### config.mk
export PLATFORM = sky130hd
export DESIGN_NAME = jtag_page_dr
export DESIGN_NICKNAME = d
export VERILOG_FILES = /design/src/rtl/jpd_pkg.sv /design/src/rtl/jpd_shreg.sv /design/src/rtl/jpd_gate.sv /design/src/rtl/jpd_seq.sv /design/src/rtl/jtag_page_dr.sv
export SDC_FILE = /design/constraint.sdc
export NUM_CORES = 1
export LEC_CHECK = 0
export BUFFER_PORTS_ARGS = -buffer_cell sky130_fd_sc_hd__buf_2
export CORE_UTILIZATION = 50
export DETAILED_ROUTE_END_ITERATION = 8
export PLACE_DENSITY = 0.84
export SLEW_MARGIN = 20
export SYNTH_ARGS = -nofsm -noshare
export SYNTH_HDL_FRONTEND = slang
export SYNTH_SLANG_ARGS = --single-unit
### constraint.sdc
create_clock -name tck -period 2.1 [get_ports tck]
set_clock_uncertainty 0.1 [all_clocks]
set_input_delay 0.42 -clock tck [delete_from_list [all_inputs] [get_ports tck]]
set_output_delay 0.42 -clock tck [all_outputs]
set_load 0.1 [all_outputs]
### src/rtl/jpd_pkg.sv
package jpd_pkg;
  typedef enum logic [1:0] {
    SEL_NONE = 2'd0,
    SEL_RST  = 2'd1,
    SEL_KEY  = 2'd2,
    SEL_DATA = 2'd3
  } dr_sel_e;

  localparam int          SR_W       = 16;
  localparam int          BYTE_W     = 8;
  localparam logic [15:0] ENABLE_KEY = 16'hA370;
endpackage

### src/rtl/jpd_shreg.sv
module jpd_shreg
  import jpd_pkg::*;
(
  input  logic              tck,
  input  logic              rst_n,
  input  logic              capture,
  input  logic              shift,
  input  logic              tdi,
  input  dr_sel_e           sel,
  input  logic              cap_rst_bit,
  input  logic [SR_W-1:0]   cap_key,
  input  logic              cap_rd_en,
  input  logic [BYTE_W-1:0] cap_rdata,
  output logic [SR_W-1:0]   sr,
  output logic              tdo
);
  logic [SR_W-1:0] sr_q, sr_n;

  always_comb begin
    sr_n = sr_q;
    if (capture) begin
      case (sel)
        SEL_RST:  sr_n = {{(SR_W-1){1'b0}}, cap_rst_bit};
        SEL_KEY:  sr_n = cap_key;
        SEL_DATA: sr_n = {{(SR_W-BYTE_W){1'b0}}, (cap_rd_en ? cap_rdata : {BYTE_W{1'b0}})};
        default:  sr_n = sr_q;
      endcase
    end else if (shift) begin
      sr_n = {tdi, sr_q[SR_W-1:1]};
    end
  end

  always_ff @(posedge tck or negedge rst_n) begin
    if (!rst_n) sr_q <= '0;
    else        sr_q <= sr_n;
  end

  assign sr  = sr_q;
  assign tdo = sr_q[0];
endmodule

### src/rtl/jpd_gate.sv
module jpd_gate
  import jpd_pkg::*;
(
  input  logic            tck,
  input  logic            rst_n,
  input  logic            update,
  input  dr_sel_e         sel,
  input  logic [SR_W-1:0] sr,
  output logic            rst_bit,
  output logic [SR_W-1:0] key,
  output logic            prog_en
);
  logic            rbit_q, rbit_n;
  logic [SR_W-1:0] key_q, key_n;
  logic            key_clear;

  assign key_clear = (key_q == '0);

  always_comb begin
    rbit_n = rbit_q;
    key_n  = key_q;
    if (update && sel == SEL_RST && (sr[SR_W-1] || key_clear))
      rbit_n = sr[SR_W-1];
    if (update && sel == SEL_KEY && rbit_q)
      key_n = sr;
  end

  always_ff @(posedge tck or negedge rst_n) begin
    if (!rst_n) begin
      rbit_q <= 1'b0;
      key_q  <= '0;
    end else begin
      rbit_q <= rbit_n;
      key_q  <= key_n;
    end
  end

  assign rst_bit = rbit_q;
  assign key     = key_q;
  assign prog_en = rbit_q && (key_q == ENABLE_KEY);
endmodule

### src/rtl/jpd_seq.sv
module jpd_seq
  import jpd_pkg::*;
#(
  parameter int ADDR_W  = 17,
  parameter int SEQ_LEN = 11
) (
  input  logic              tck,
  input  logic              rst_n,
  input  logic              go,
  input  logic              rd_mode,
  input  logic [BYTE_W-1:0] byte_in,
  input  logic              load,
  input  logic [ADDR_W-1:0] start_addr,
  output logic [ADDR_W-1:0] addr,
  output logic [BYTE_W-1:0] wdata,
  output logic              wr,
  output logic              busy,
  output logic              overrun
);
  localparam int               CNT_W = $clog2(SEQ_LEN);
  localparam logic [CNT_W-1:0] LAST  = CNT_W'(SEQ_LEN - 2);

  logic              busy_q, busy_n;
  logic [CNT_W-1:0]  cnt_q, cnt_n;
  logic [ADDR_W-1:0] addr_q, addr_n;
  logic [BYTE_W-1:0] wdat_q, wdat_n;
  logic              iswr_q, iswr_n;
  logic              ovr_q, ovr_n;

  always_comb begin
    busy_n = busy_q;
    cnt_n  = cnt_q;
    addr_n = addr_q;
    wdat_n = wdat_q;
    iswr_n = iswr_q;
    ovr_n  = 1'b0;
    if (busy_q) begin
      if (cnt_q == LAST) begin
        busy_n = 1'b0;
        addr_n = addr_q + 1'b1;
      end else begin
        cnt_n = cnt_q + 1'b1;
      end
    end else if (load) begin
      addr_n = start_addr;
    end
    if (go) begin
      if (busy_q) begin
        ovr_n = 1'b1;
      end else begin
        busy_n = 1'b1;
        cnt_n  = '0;
        iswr_n = !rd_mode;
        wdat_n = byte_in;
      end
    end
  end

  always_ff @(posedge tck or negedge rst_n) begin
    if (!rst_n) begin
      busy_q <= 1'b0;
      cnt_q  <= '0;
      addr_q <= '0;
      wdat_q <= '0;
      iswr_q <= 1'b0;
      ovr_q  <= 1'b0;
    end else begin
      busy_q <= busy_n;
      cnt_q  <= cnt_n;
      addr_q <= addr_n;
      wdat_q <= wdat_n;
      iswr_q <= iswr_n;
      ovr_q  <= ovr_n;
    end
  end

  assign addr    = addr_q;
  assign wdata   = wdat_q;
  assign wr      = busy_q && (cnt_q == '0) && iswr_q;
  assign busy    = busy_q;
  assign overrun = ovr_q;
endmodule

### src/rtl/jtag_page_dr.sv
module jtag_page_dr
  import jpd_pkg::*;
#(
  parameter int ADDR_W     = 17,
  parameter int PAGE_WORDS = 128,
  parameter int SEQ_LEN    = 11
) (
  input  logic              tck,
  input  logic              rst_n,
  input  logic              capture_dr,
  input  logic              shift_dr,
  input  logic              update_dr,
  input  logic              tdi,
  input  logic [1:0]        ir_sel,
  input  logic              rd_mode,
  input  logic              addr_load,
  input  logic [ADDR_W-1:0] start_addr,
  input  logic [7:0]        flash_rdata,
  output logic              tdo,
  output logic [ADDR_W-1:0] flash_addr,
  output logic [7:0]        flash_wdata,
  output logic              flash_wr,
  output logic              flash_rd,
  output logic              prog_en,
  output logic              busy,
  output logic              overrun
);
  localparam int PAGE_BYTES = 2 * PAGE_WORDS;
  localparam int OFF_W      = $clog2(PAGE_BYTES);

  logic [1:0]      rsync;
  logic            rst_q;
  dr_sel_e         sel;
  logic [SR_W-1:0] sr;
  logic            rst_bit;
  logic [SR_W-1:0] key;
  logic            go;

  always_ff @(posedge tck or negedge rst_n) begin
    if (!rst_n) rsync <= 2'b00;
    else        rsync <= {rsync[0], 1'b1};
  end
  assign rst_q = rsync[1];

  assign sel      = dr_sel_e'(ir_sel);
  assign flash_rd = capture_dr && (sel == SEL_DATA) && rd_mode && prog_en && !busy;
  assign go       = update_dr && (sel == SEL_DATA) && prog_en;

  jpd_shreg u_shreg (
    .tck(tck), .rst_n(rst_q), .capture(capture_dr), .shift(shift_dr), .tdi(tdi),
    .sel(sel), .cap_rst_bit(rst_bit), .cap_key(key), .cap_rd_en(flash_rd),
    .cap_rdata(flash_rdata), .sr(sr), .tdo(tdo)
  );

  jpd_gate u_gate (
    .tck(tck), .rst_n(rst_q), .update(update_dr), .sel(sel), .sr(sr),
    .rst_bit(rst_bit), .key(key), .prog_en(prog_en)
  );

  jpd_seq #(.ADDR_W(ADDR_W), .SEQ_LEN(SEQ_LEN)) u_seq (
    .tck(tck), .rst_n(rst_q), .go(go), .rd_mode(rd_mode),
    .byte_in(sr[SR_W-1 -: BYTE_W]), .load(addr_load && prog_en),
    .start_addr(start_addr), .addr(flash_addr), .wdata(flash_wdata),
    .wr(flash_wr), .busy(busy), .overrun(overrun)
  );
endmodule

==> metrics <==
sequential fraction of the synthesis area 49.0%; data required time of the worst path 1.58 ns; GPL Wtd Cong 0.860; count of fill cells added during filler insertion 489; count of unique library cells instantiated by Yosys 44; via count of the first global-routing pass 3030; fin. max-slew vios 0; All-Layer GR Usage 25.6%; final antenna diode count 0; Net Count, Synth 380; area of the multi-input gates 1690 sq um; count of boundary I/O pins 66; total power 2.82 mW; clock input transition at the sequential cells of the worst setup and hold paths 0.07 ns; flip-flop and latch count after synthesis 67; Mapped Cells 338; drt first-iter violations 191; number of CTS-inserted buffers 9; relative slew slack 50.2%; kind of start point of the critical path register; post-route antenna net violation count 0; failing checks negative setup slack; final worst slack -0.187 ns; total clock sinks 67; number of antenna violations at the first check in global routing 0; count of input and output buffers 65; pin count of the biggest net entering global routing 37; total global routing overflow 0; placement-stage cell area 4030 sq um; final setup violating endpoints 10; count leader, synth sky130_fd_sc_hd__dfrtp_1; NetSw 751 uW; Pre-antenna DRT Iters 7; Max VDD drop 0.392 mV; critical path fanouts, max 3; kind of critical path register to primary output; achievable clock frequency 437 MHz; final design instance area without fill 4360 sq um; primary flip-flop cell chosen by synthesis mapping sky130_fd_sc_hd__dfrtp_1; transition at the pin with the smallest max-transition slack 0.746 ns; path class of the lowest-slack min-delay path register to async pin; syn avg cell area 10.1 sq um; growth of design area from synthesis to finish 27.5%; worst hold slack across all endpoints 0.178 ns; cells taking the most area after synthesis sky130_fd_sc_hd__dfrtp_1 49%, sky130_fd_sc_hd__mux2_2 7.9%, sky130_fd_sc_hd__nand3_1 3.2%; leading post-synthesis cells by instance count 67 x sky130_fd_sc_hd__dfrtp_1, 26 x sky130_fd_sc_hd__nand2_1, 24 x sky130_fd_sc_hd__mux2_2; largest area contributor in the synthesized netlist sky130_fd_sc_hd__dfrtp_1; P_leak 2.03 nW; arrival time of the worst setup path 1.77 ns; first-pass GRT wire length 14500 um; number of DRC violations after detailed routing 0; portion of total power attributed to sequential cells 49.1%; Die Height 84.7 um; Setup WS pre-CTS 0.0916 ns; RSZ-0062 raised after global routing yes; layout net count 473; total number of H-tree levels 3; run status complete, but fails checks; DPL Wire Length 5910 um; Min Clock Period, post-route 2.29 ns; Combinational Power Share 14.0%; clock tree root buffer cell sky130_fd_sc_hd__clkbuf_8; Sequential Area 1690 sq um; Worst Setup End Kind primary output; Skew-Pair Late Insertion Delay 0.34 ns; mean routed wirelength per cell 17.0 um; Tcrit/Tclk final 109%; internal cell power 2.07 mW; detail-routed via count per cell 6.10; Yosys warning count 0; cell area after synthesis 3420 sq um; initial core utilization 52.9%; core area 6460 sq um; accumulated negative setup slack -1.02 ns; portion of synthesized cell area occupied by the leading cell type 49.0%; number of synthesized flops with an enable pin 0; proportion of total power due to net switching 26.6%; Clock Power Share 36.9%; FF-to-FF path depth 8; Rows 29; number of hold-slack violations in the final timing report 0; fraction of final layout cells with drive strength greater than 1 39.0%; MaxCap Viol Count 0; detailed-route via count 3128; Async SR Flop Fraction 100%; Horiz. Die Dim 84.7 um; deepest clock path buffer count 2; TritonCTS clock tree built; WL final 8710 um; Total Die Area 7170 sq um; power density relative to cell area 648 nW/um^2
## sequential cells by signal (all words and copies together), names as in the netlist
signal / cells
u_seq.addr: 17
u_gate.key: 16
u_shreg.sr: 16
u_seq.wdata: 8
u_seq.cnt_q: 4
rsync: 2
u_gate.rst_bit: 1
u_seq.busy: 1
u_seq.iswr_q: 1
u_seq.overrun: 1
## through the flow
| stage | instances | utilization [%] |
|---|---|---|
| 3_5_place_dp | 484 | 62.4 |
| 3_3_place_gp | 484 | 62.4 |
| 4_1_cts | 505 | 66.2 |
| 5_1_grt | 513 | 67.5 |
| 6_report | 513 | 67.5 |
| 2_1_floorplan | 338 | - |
## worst max-delay path: stages, from the launching register on
cell,delay (ns)
sky130_fd_sc_hd__dfrtp_1,0.42
sky130_fd_sc_hd__nor4_4,0.29
sky130_fd_sc_hd__buf_4,0.16
sky130_fd_sc_hd__and3_4,0.21
sky130_fd_sc_hd__nand2_4,0.07
sky130_fd_sc_hd__clkinvlp_4,0.10
sky130_fd_sc_hd__buf_12,0.17
## cell families (layout without fill, tap and decap cells)
kind of cell               Yosys count  in the layout  share of synthesized area, %
DFF                                 67             67                          49.0
other                                1              1                         0.110
xor gates and xnor gates             2              2                         0.513
and+or+nand+nor                    128            128                          20.5
AOI/OAI and AO/OA                   79             79                          15.6
muxes                               26             26                          8.49
adders and majority gates            7              7                          2.56
buffers and inverters               28            126                          3.18
## final timing paths
path	slack (ns)	to	startpoint
max in group asynchronous	1.33	u_seq.addr[2]	rsync[1]
max reg2reg	-0.11	u_seq.wdata[2]	u_gate.key[10]
min reg2reg	0.18	u_gate.rst_bit	rsync[1]
min	0.18	u_gate.rst_bit	rsync[1]
max	-0.19	prog_en	u_gate.key[10]
min in group tck	0.18	u_seq.iswr_q	rd_mode
## cells in the final DEF (no fill, tap or decap), types with 4 or more instances in the layout
cell type / count
sky130_fd_sc_hd__buf_2: 62
sky130_fd_sc_hd__dfrtp_1: 56
sky130_fd_sc_hd__buf_4: 30
sky130_fd_sc_hd__nand2_1: 25
sky130_fd_sc_hd__mux2_2: 23
sky130_fd_sc_hd__nand3_1: 22
sky130_fd_sc_hd__o21ai_0: 22
sky130_fd_sc_hd__nor2_1: 19
sky130_fd_sc_hd__a21oi_1: 15
sky130_fd_sc_hd__nor3_1: 13
sky130_fd_sc_hd__clkbuf_8: 13
sky130_fd_sc_hd__dfrtp_2: 11
sky130_fd_sc_hd__nand4_1: 9
sky130_fd_sc_hd__nor2b_1: 8
sky130_fd_sc_hd__a31oi_1: 8
sky130_fd_sc_hd__inv_1: 7
sky130_fd_sc_hd__nand2b_1: 7
sky130_fd_sc_hd__a221o_1: 7
sky130_fd_sc_hd__ha_1: 7
sky130_fd_sc_hd__nor4_1: 4
sky130_fd_sc_hd__and3_1: 4
sky130_fd_sc_hd__a311oi_1: 4
sky130_fd_sc_hd__o221a_2: 4
sky130_fd_sc_hd__a211oi_1: 4
sky130_fd_sc_hd__buf_12: 4
## power by group through the flow
| stage | clock [mW] | sequential [mW] | combinational (mW) |
|---|---|---|---|
| global placement | 0 | 1.40 | 0.294 |
| CTS | 1.05 | 1.38 | 0.357 |
| floorplan | 0 | 1.43 | 0.175 |
| detailed placement | 0 | 1.41 | 0.308 |
| global route | 1.10 | 1.39 | 0.428 |
| finish | 1.04 | 1.38 | 0.396 |
## area by class of cell
cell class / instances / share of cell area [%]
clock inverters: 1 / 0.115
multi-input cells: 243 / 38.7
well taps: 77 / 2.21
repair buffers: 99 / 14.9
flip-flops and latches: 67 / 38.8
inverters: 11 / 1.09
clock buffers: 15 / 4.28
## routing by layer
metal  vias to the layer above  GRT usage [%]  share of wire [%]
li1                       1445              -                  -
met1                      1516           33.2                 41
met2                       138           42.3                 50
met3                        29           4.33                6.2
met4                         0           11.4                2.8
met5                         -              0                  0
## timing repair
item / CTS / global route
setup buffers: 4 / 8
resized for setup: 3 / 9
endpoints found under the setup margin: 3 / 20
hold endpoints to repair: 2 / 0
pin swaps: 3 / 4
hold buffers: 1 / 0
No activity file was read; power rests on OpenSTA's default activity.
